## src/rtl/pal_pkg.sv

```systemverilog
package pal_pkg;

    localparam int unsigned CH_W     = 4;
    localparam int unsigned NUM_CH   = 3;
    localparam int unsigned COLOR_W  = CH_W * NUM_CH;

    // Stored nibble keeps its weight-1 bit at the top; rotate it down.
    function automatic logic [CH_W-1:0] nib_to_level(input logic [CH_W-1:0] nib);
        return {nib[CH_W-2:0], nib[CH_W-1]};
    endfunction

endpackage

```

## src/rtl/pal_entry_file.sv

```systemverilog
module pal_entry_file #(
    parameter int unsigned ENTRIES = 16,
    parameter int unsigned COLOR_W = 12,
    localparam int unsigned IDX_W  = $clog2(ENTRIES)
) (
    input  logic                             clk,
    input  logic                             rst_n,
    input  logic                             wr_en,
    input  logic [IDX_W-1:0]                 wr_idx,
    input  logic [COLOR_W-1:0]               wr_color,
    output logic [ENTRIES-1:0][COLOR_W-1:0]  entries_q
);

    for (genvar e = 0; e < ENTRIES; e++) begin : g_entry
        always_ff @(posedge clk or negedge rst_n) begin
            if (!rst_n) begin
                entries_q[e] <= '0;
            end else if (wr_en && (wr_idx == IDX_W'(e))) begin
                entries_q[e] <= wr_color;
            end
        end

        // reset leaves every entry black
        a_r1_reset_black: assert property (@(posedge clk)
            !rst_n |=> (entries_q[e] == '0));

        // an addressed write lands in the entry
        a_r2_write_lands: assert property (@(posedge clk) disable iff (!rst_n)
            (wr_en && wr_idx == IDX_W'(e)) |=> (entries_q[e] == $past(wr_color)));

        // other entries are untouched
        a_r3_others_hold: assert property (@(posedge clk) disable iff (!rst_n)
            !(wr_en && wr_idx == IDX_W'(e)) |=> $stable(entries_q[e]));
    end

endmodule

```

## src/rtl/pal_chan_decode.sv

```systemverilog
module pal_chan_decode
    import pal_pkg::*;
(
    input  logic            clk,
    input  logic            rst_n,
    input  logic [CH_W-1:0] nib,
    output logic [CH_W-1:0] level_q
);

    always_ff @(posedge clk or negedge rst_n) begin
        if (!rst_n) begin
            level_q <= '0;
        end else begin
            level_q <= nib_to_level(nib);
        end
    end

    // without the half-step bit the level is even
    a_r7_even_level: assert property (@(posedge clk) disable iff (!rst_n)
        (nib[CH_W-1] == 1'b0) |=> (level_q[0] == 1'b0));

    // the top stored bit alone is the smallest step
    a_r5_top_is_one: assert property (@(posedge clk) disable iff (!rst_n)
        (nib == 4'b1000) |=> (level_q == 4'd1));

    // the lowest stored bit alone is weight two
    a_r5_low_is_two: assert property (@(posedge clk) disable iff (!rst_n)
        (nib == 4'b0001) |=> (level_q == 4'd2));

endmodule

```

## src/rtl/nib_palette.sv

```systemverilog
module nib_palette
    import pal_pkg::*;
(
    input  logic        clk,
    input  logic        rst_n,
    input  logic        wr_en,
    input  logic [3:0]  wr_idx,
    input  logic [15:0] wr_data,
    input  logic [3:0]  rd_idx,
    output logic [15:0] rd_data,
    input  logic [3:0]  pix_idx,
    output logic [3:0]  red,
    output logic [3:0]  green,
    output logic [3:0]  blue
);

    localparam int unsigned ENTRIES = 16;
    localparam int unsigned DATA_W  = 16;
    localparam int unsigned PAD_W   = DATA_W - COLOR_W;

    logic [ENTRIES-1:0][COLOR_W-1:0] entries;
    logic [COLOR_W-1:0]              pix_color;
    logic [NUM_CH-1:0][CH_W-1:0]     levels;

    pal_entry_file #(
        .ENTRIES (ENTRIES),
        .COLOR_W (COLOR_W)
    ) u_file (
        .clk       (clk),
        .rst_n     (rst_n),
        .wr_en     (wr_en),
        .wr_idx    (wr_idx),
        .wr_color  (wr_data[COLOR_W-1:0]),
        .entries_q (entries)
    );

    always_comb begin
        rd_data   = {{PAD_W{1'b0}}, entries[rd_idx]};
        pix_color = entries[pix_idx];
    end

    // Channel c takes nibble c, counted from the bottom (blue = 0).
    for (genvar c = 0; c < NUM_CH; c++) begin : g_chan
        pal_chan_decode u_dec (
            .clk     (clk),
            .rst_n   (rst_n),
            .nib     (pix_color[c*CH_W +: CH_W]),
            .level_q (levels[c])
        );
    end

    assign blue  = levels[0];
    assign green = levels[1];
    assign red   = levels[2];

    // a black entry looked up gives black one cycle later
    a_r8_black_lookup: assert property (@(posedge clk) disable iff (!rst_n)
        (pix_color == '0) |=> (red == '0 && green == '0 && blue == '0));

endmodule

```

## config.mk

```make
export PLATFORM = sky130hd
export DESIGN_NAME = nib_palette
export DESIGN_NICKNAME = d
export VERILOG_FILES = /design/src/rtl/pal_pkg.sv /design/src/rtl/pal_entry_file.sv /design/src/rtl/pal_chan_decode.sv /design/src/rtl/nib_palette.sv
export SDC_FILE = /design/constraint.sdc
export NUM_CORES = 1
export LEC_CHECK = 0
export BUFFER_PORTS_ARGS = -buffer_cell sky130_fd_sc_hd__buf_4
export CAP_MARGIN = 40
export CORE_ASPECT_RATIO = 0.5
export CORE_MARGIN = 2
export CORE_UTILIZATION = 28
export DETAILED_ROUTE_END_ITERATION = 8
export PLACE_DENSITY = 0.47
export SETUP_SLACK_MARGIN = 0.15
export SLEW_MARGIN = 25
export SYNTH_ARGS = -nofsm -noshare
export SYNTH_HDL_FRONTEND = slang
export SYNTH_HIERARCHICAL = 1
export SYNTH_SLANG_ARGS = --single-unit
```

## constraint.sdc

```tcl
create_clock -name clk -period 1.2 [get_ports clk]
set_input_delay 0.06 -clock clk [delete_from_list [all_inputs] [get_ports clk]]
set_output_delay 0.06 -clock clk [all_outputs]
set_load 0.02 [all_outputs]
```

# Yosys cells after proc, flatten, opt, wreduce, memory -nomap -nowiden
# Cells that the tools add are included.
# word_totals
register_bits	204
word_cells	57
in_bits	31
# classes
magnitude_cmp	2
muxes	4
reduce_logical	17
n_eq_ne	15
# ops
op	count
12-bit binary-select mux with 4-bit select	2
4-bit == test (second input constant)	8
12-bit two-way mux	2
4-bit by 3-bit == test with 1-bit output (second input constant)	4
1-bit logical AND	16
4-bit by 5-bit less-than comparator with 1-bit output (second input constant)	2
4-bit by 2-bit == test with 1-bit output (second input constant)	2
4-bit by 1-bit == test with 1-bit output (second input constant)	1
4-bit zero test	1

# Logic depth before layout (Yosys ltp)
# depth
depth_word	2
depth_mapped	5
depth_no_buf	3

# By module
# The synthesis kept the hierarchy.
# modules_own_cells
module	cells_per_inst	area_per_inst_um2	instances
pal_entry_file	436	7369.6	1
nib_palette	209	3001.6	1
pal_chan_decode	4	100.1	3

# Worst setup path before layout
# Ideal clock, no wire load.
# synth_timing
path_type	input port to output port
from	input port rd_idx[0]
to	output port rd_data[7]
setup_slack_ns	-0.055
required_ns	1.140
arrival_time_ns	1.195
path_buffers	1
cell_stages	4
cell_sequence	buf_2 > mux4_2 > a22oi_1 > nand2_1
# synth_between
elab_chain_cells	2
# synth_rtl
item	line_no	source
from (decl)	nib_palette.sv:9	input logic [3:0] rd_idx,
12-bit binary-select mux with 4-bit select	nib_palette.sv:38	rd_data = {{PAD_W{1'b0}}, entries[rd_idx]};
12-bit two-way mux (not written as such)	nib_palette.sv:38	
to (decl)	nib_palette.sv:10	output logic [15:0] rd_data,
# No other way between the ends. The select of a mux whose other input is x is not followed.

# Final worst setup path
# layout_timing
from	register u_file/entries_q[104] (netlist name)
to	output port rd_data[8]
# layout_between
elab_chain_cells	2
# layout_rtl
item	line_no	source
from (decl)	pal_entry_file.sv:11	output logic [ENTRIES-1:0][COLOR_W-1:0] entries_q
from (signal, indexed assignment)	pal_entry_file.sv:19	entries_q[e] <= wr_color;
12-bit binary-select mux with 4-bit select	nib_palette.sv:38	
12-bit two-way mux (not written as such)	nib_palette.sv:38	
# No other way between the ends. The select of a mux whose other input is x is not followed.

==> flow_summary.json <==
{
  "cts_made_buffers": 23,
  "endpoint_kind": "output port",
  "p_int_mw": 16.4,
  "final_hold_viol_count": 0,
  "grt_first_pass_wirelength_um": 47200,
  "crit_type": "reg -> out",
  "die_x_um": 280,
  "status": "complete, but fails checks",
  "cts.sinks": 204,
  "synth_compound_area_share_pct": 3.38,
  "grt_pass1_vias": 7161,
  "maxCapViolations": 0,
  "cp_data_required_time_ns": 1.14,
  "layout-drive-gt1-share_pct": 67.4,
  "synth.area.mux_share_pct": 42.6,
  "path_max_fanout": 2,
  "comb_power_share_pct": 27.3,
  "synth_xor_area_share_pct": 0,
  "grt_max_degree": 48,
  "r2r.worst_path.cells": 5,
  "num_io_pins": 59,
  "port_buffers": 50,
  "placed_cells": 1221,
  "postSynthCellCount": 657,
  "num-nets-final": 822,
  "hold_path.class": "in -> async",
  "p_sw_share_pct": 27.5,
  "clk_transition_reported_paths_ns": 0.06,
  "cts_tree": "built",
  "grt_use_total_pct": 16.1,
  "synthSimpleGateAreaFrac_pct": 2.61,
  "tns_ns": -9.67,
  "vias": 6543,
  "antenna_found_initial": 0,
  "drc": 0,
  "cp-start-kind": "flip-flop",
  "clock.fmax_mhz": 529,
  "reg2reg_from": "u_file/entries_q[141]",
  "initial_core_util_pct": 28.5,
  "diodes": 0,
  "vdd_ir_drop_max_mv": 0.951,
  "drtIter0Drc": 388,
  "crit_start": "u_file/entries_q[104]",
  "wl_per_cell_um": 24.0,
  "fin_util_pct": 36.4,
  "ctsRootBufferMaster": "clkbuf_16",
  "clk_latency_ns": 0.52,
  "r2r-end": "g_chan[2].u_dec/level_q[2]",
  "syn_area_mm2": 0.0107,
  "ys_seq_elements": 204,
  "vias_per_cell": 5.04,
  "routed_wl_um": 31100,
  "yosysSeqAreaShare_pct": 47.8,
  "synth_top_family_by_area": "multiplexers",
  "final_cell_area_mm2": 0.0136,
  "area_growth_pct": 27.7,
  "violations": "negative setup slack",
  "die_area_mm2": 0.0398,
  "total_power_mw": 22.7,
  "yosys_warnings": 6,
  "finalMaxSlewViolations": 0,
  "routabilityCongestion": 0.775,
  "ant_nets": 0,
  "pwr_density_cell_mw_per_mm2": 1660,
  "seqPwrFrac_pct": 42.5,
  "rsz0062_at_grt": "true",
  "post-route-period-util_pct": 158,
  "finalCriticalPeriod_ns": 1.89,
  "syn_avg_cell_area_um2": 16.2,
  "synth_fa_ha_area_share_pct": 0,
  "p_clk_share_pct": 30.2,
  "floorplan.rows": 50,
  "post_synth_num_cell_types": 22,
  "r2r_setup_slack_ns": -0.23,
  "gr-total-overflow": 0,
  "instances_no_fill": 1298,
  "core-area_mm2": 0.0375,
  "cellLeakagePower_nw": 5.74,
  "chipHeight_um": 142,
  "placed_area_mm2": 0.0124,
  "hpwl_um": 20500,
  "switchingPower_mw": 6.24,
  "clock_skew_ns": 0.00746,
  "clockBufferDepth": 3,
  "cts_htree_levels": 1,
  "detail_route.first_pass.iterations": 4,
  "cp.arrival_ns": 1.83,
  "setup_ws_ns": -0.691,
  "setup_viol": 24,
  "crit_path_end": "rd_data[8]"
}
-- how the worst min path moves through the flow --
| stage | cells past startpoint | startpoint | end |
|---|---|---|---|
| floorplan | 0 | rst_n | g_chan[0].u_dec/level_q[0] |
| global placement | 1 | rst_n | u_file/entries_q[143] |
| detailed placement | 1 | rst_n | u_file/entries_q[143] |
| CTS | 2 | rst_n | u_file/entries_q[179] |
| global route | 2 | rst_n | u_file/entries_q[131] |
| finish | 2 | rst_n | u_file/entries_q[179] |
-- power groups by stage --
stage          registers [mW]  logic (mW)  clock network [mW]
4_1_cts                  9.63        6.07                7.06
3_3_place_gp             9.69        5.45                   0
6_report                 9.63        6.19                6.84
3_5_place_dp             9.74        5.54                   0
2_1_floorplan            9.46        3.92                   0
5_1_grt                  9.86        6.59                7.36
-- cells in the mapped netlist, drive strengths merged --
master | instances | area share, %
nand3 | 1 | 0.047
nand2 | 26 | 0.91
and3 | 1 | 0.059
dfrtp | 204 | 48
and2 | 2 | 0.12
nand2b | 3 | 0.18
nor2b | 4 | 0.23
clkbuf | 24 | 0.84
nand3b | 3 | 0.21
mux4 | 96 | 21
nor3b | 1 | 0.12
buf | 36 | 2.7
mux2 | 192 | 21
nor2 | 12 | 0.42
or3 | 3 | 0.32
conb | 1 | 0.035
a22oi | 48 | 3.4
-- registers in the layout (all words and copies together), names as in the netlist --
signal,count
g_chan.u_dec/level_q,12
u_file/entries_q,192
-- final cells by class --
cell class                      instances  area [µm²]
Clock buffer                           31         646
Clock inverter                          7        62.6
Fill cell                            3498       23800
Multi-Input combinational cell        396        5410
Sequential cell                       204        5110
Tap cell                              494         618
Timing Repair Buffer                  166        1790
-- layer usage --
layer	share of wire, %	GRT usage (%)
met5	0	0
met4	2.7	4.31
met3	4.1	2.97
met2	45	25.3
met1	48	22.9
-- metrics by stage --
stage / hold WS [ns] / setup WS [ns]
CTS: 0.00184 / -0.735
floorplan: -0.236 / 0.00396
finish: 0.00816 / -0.691
detailed placement: -0.00364 / -0.321
global placement: -0.00704 / -0.327
global route: 0.0395 / -0.754
-- timing repair --
action,in CTS,in global routing
hold endpoints to repair,396,0
cloned,0,0
setup buffers,17,9
hold buffers,13,0
setup endpoints to repair,36,36
gates resized for setup,42,12
pin swaps,15,6
-- worst max-delay path: stages, from the launching register on --
cell and delay (ns):
dfrtp_1 0.39, mux4_2 0.47, a22oi_2 0.23, nand2_2 0.09, buf_6 0.13
-- kinds of logic after synthesis --
family | Yosys count
AND/OR/NAND/NOR | 56
flip-flops | 204
AO/OA/AOI/OAI | 48
buffers and inverters | 60
multiplexers | 288
other | 1
-- layout by cell type (no fill, tap or decap), types with 23 or more instances in the layout --
| master | instances |
|---|---|
| a22oi_2 | 41 |
| mux2_4 | 40 |
| buf_6 | 34 |
| buf_4 | 88 |
| dfrtp_1 | 203 |
| mux2_2 | 152 |
| buf_12 | 30 |
| mux4_2 | 96 |
| clkbuf_16 | 23 |
(Power assumes the default switching activity.)
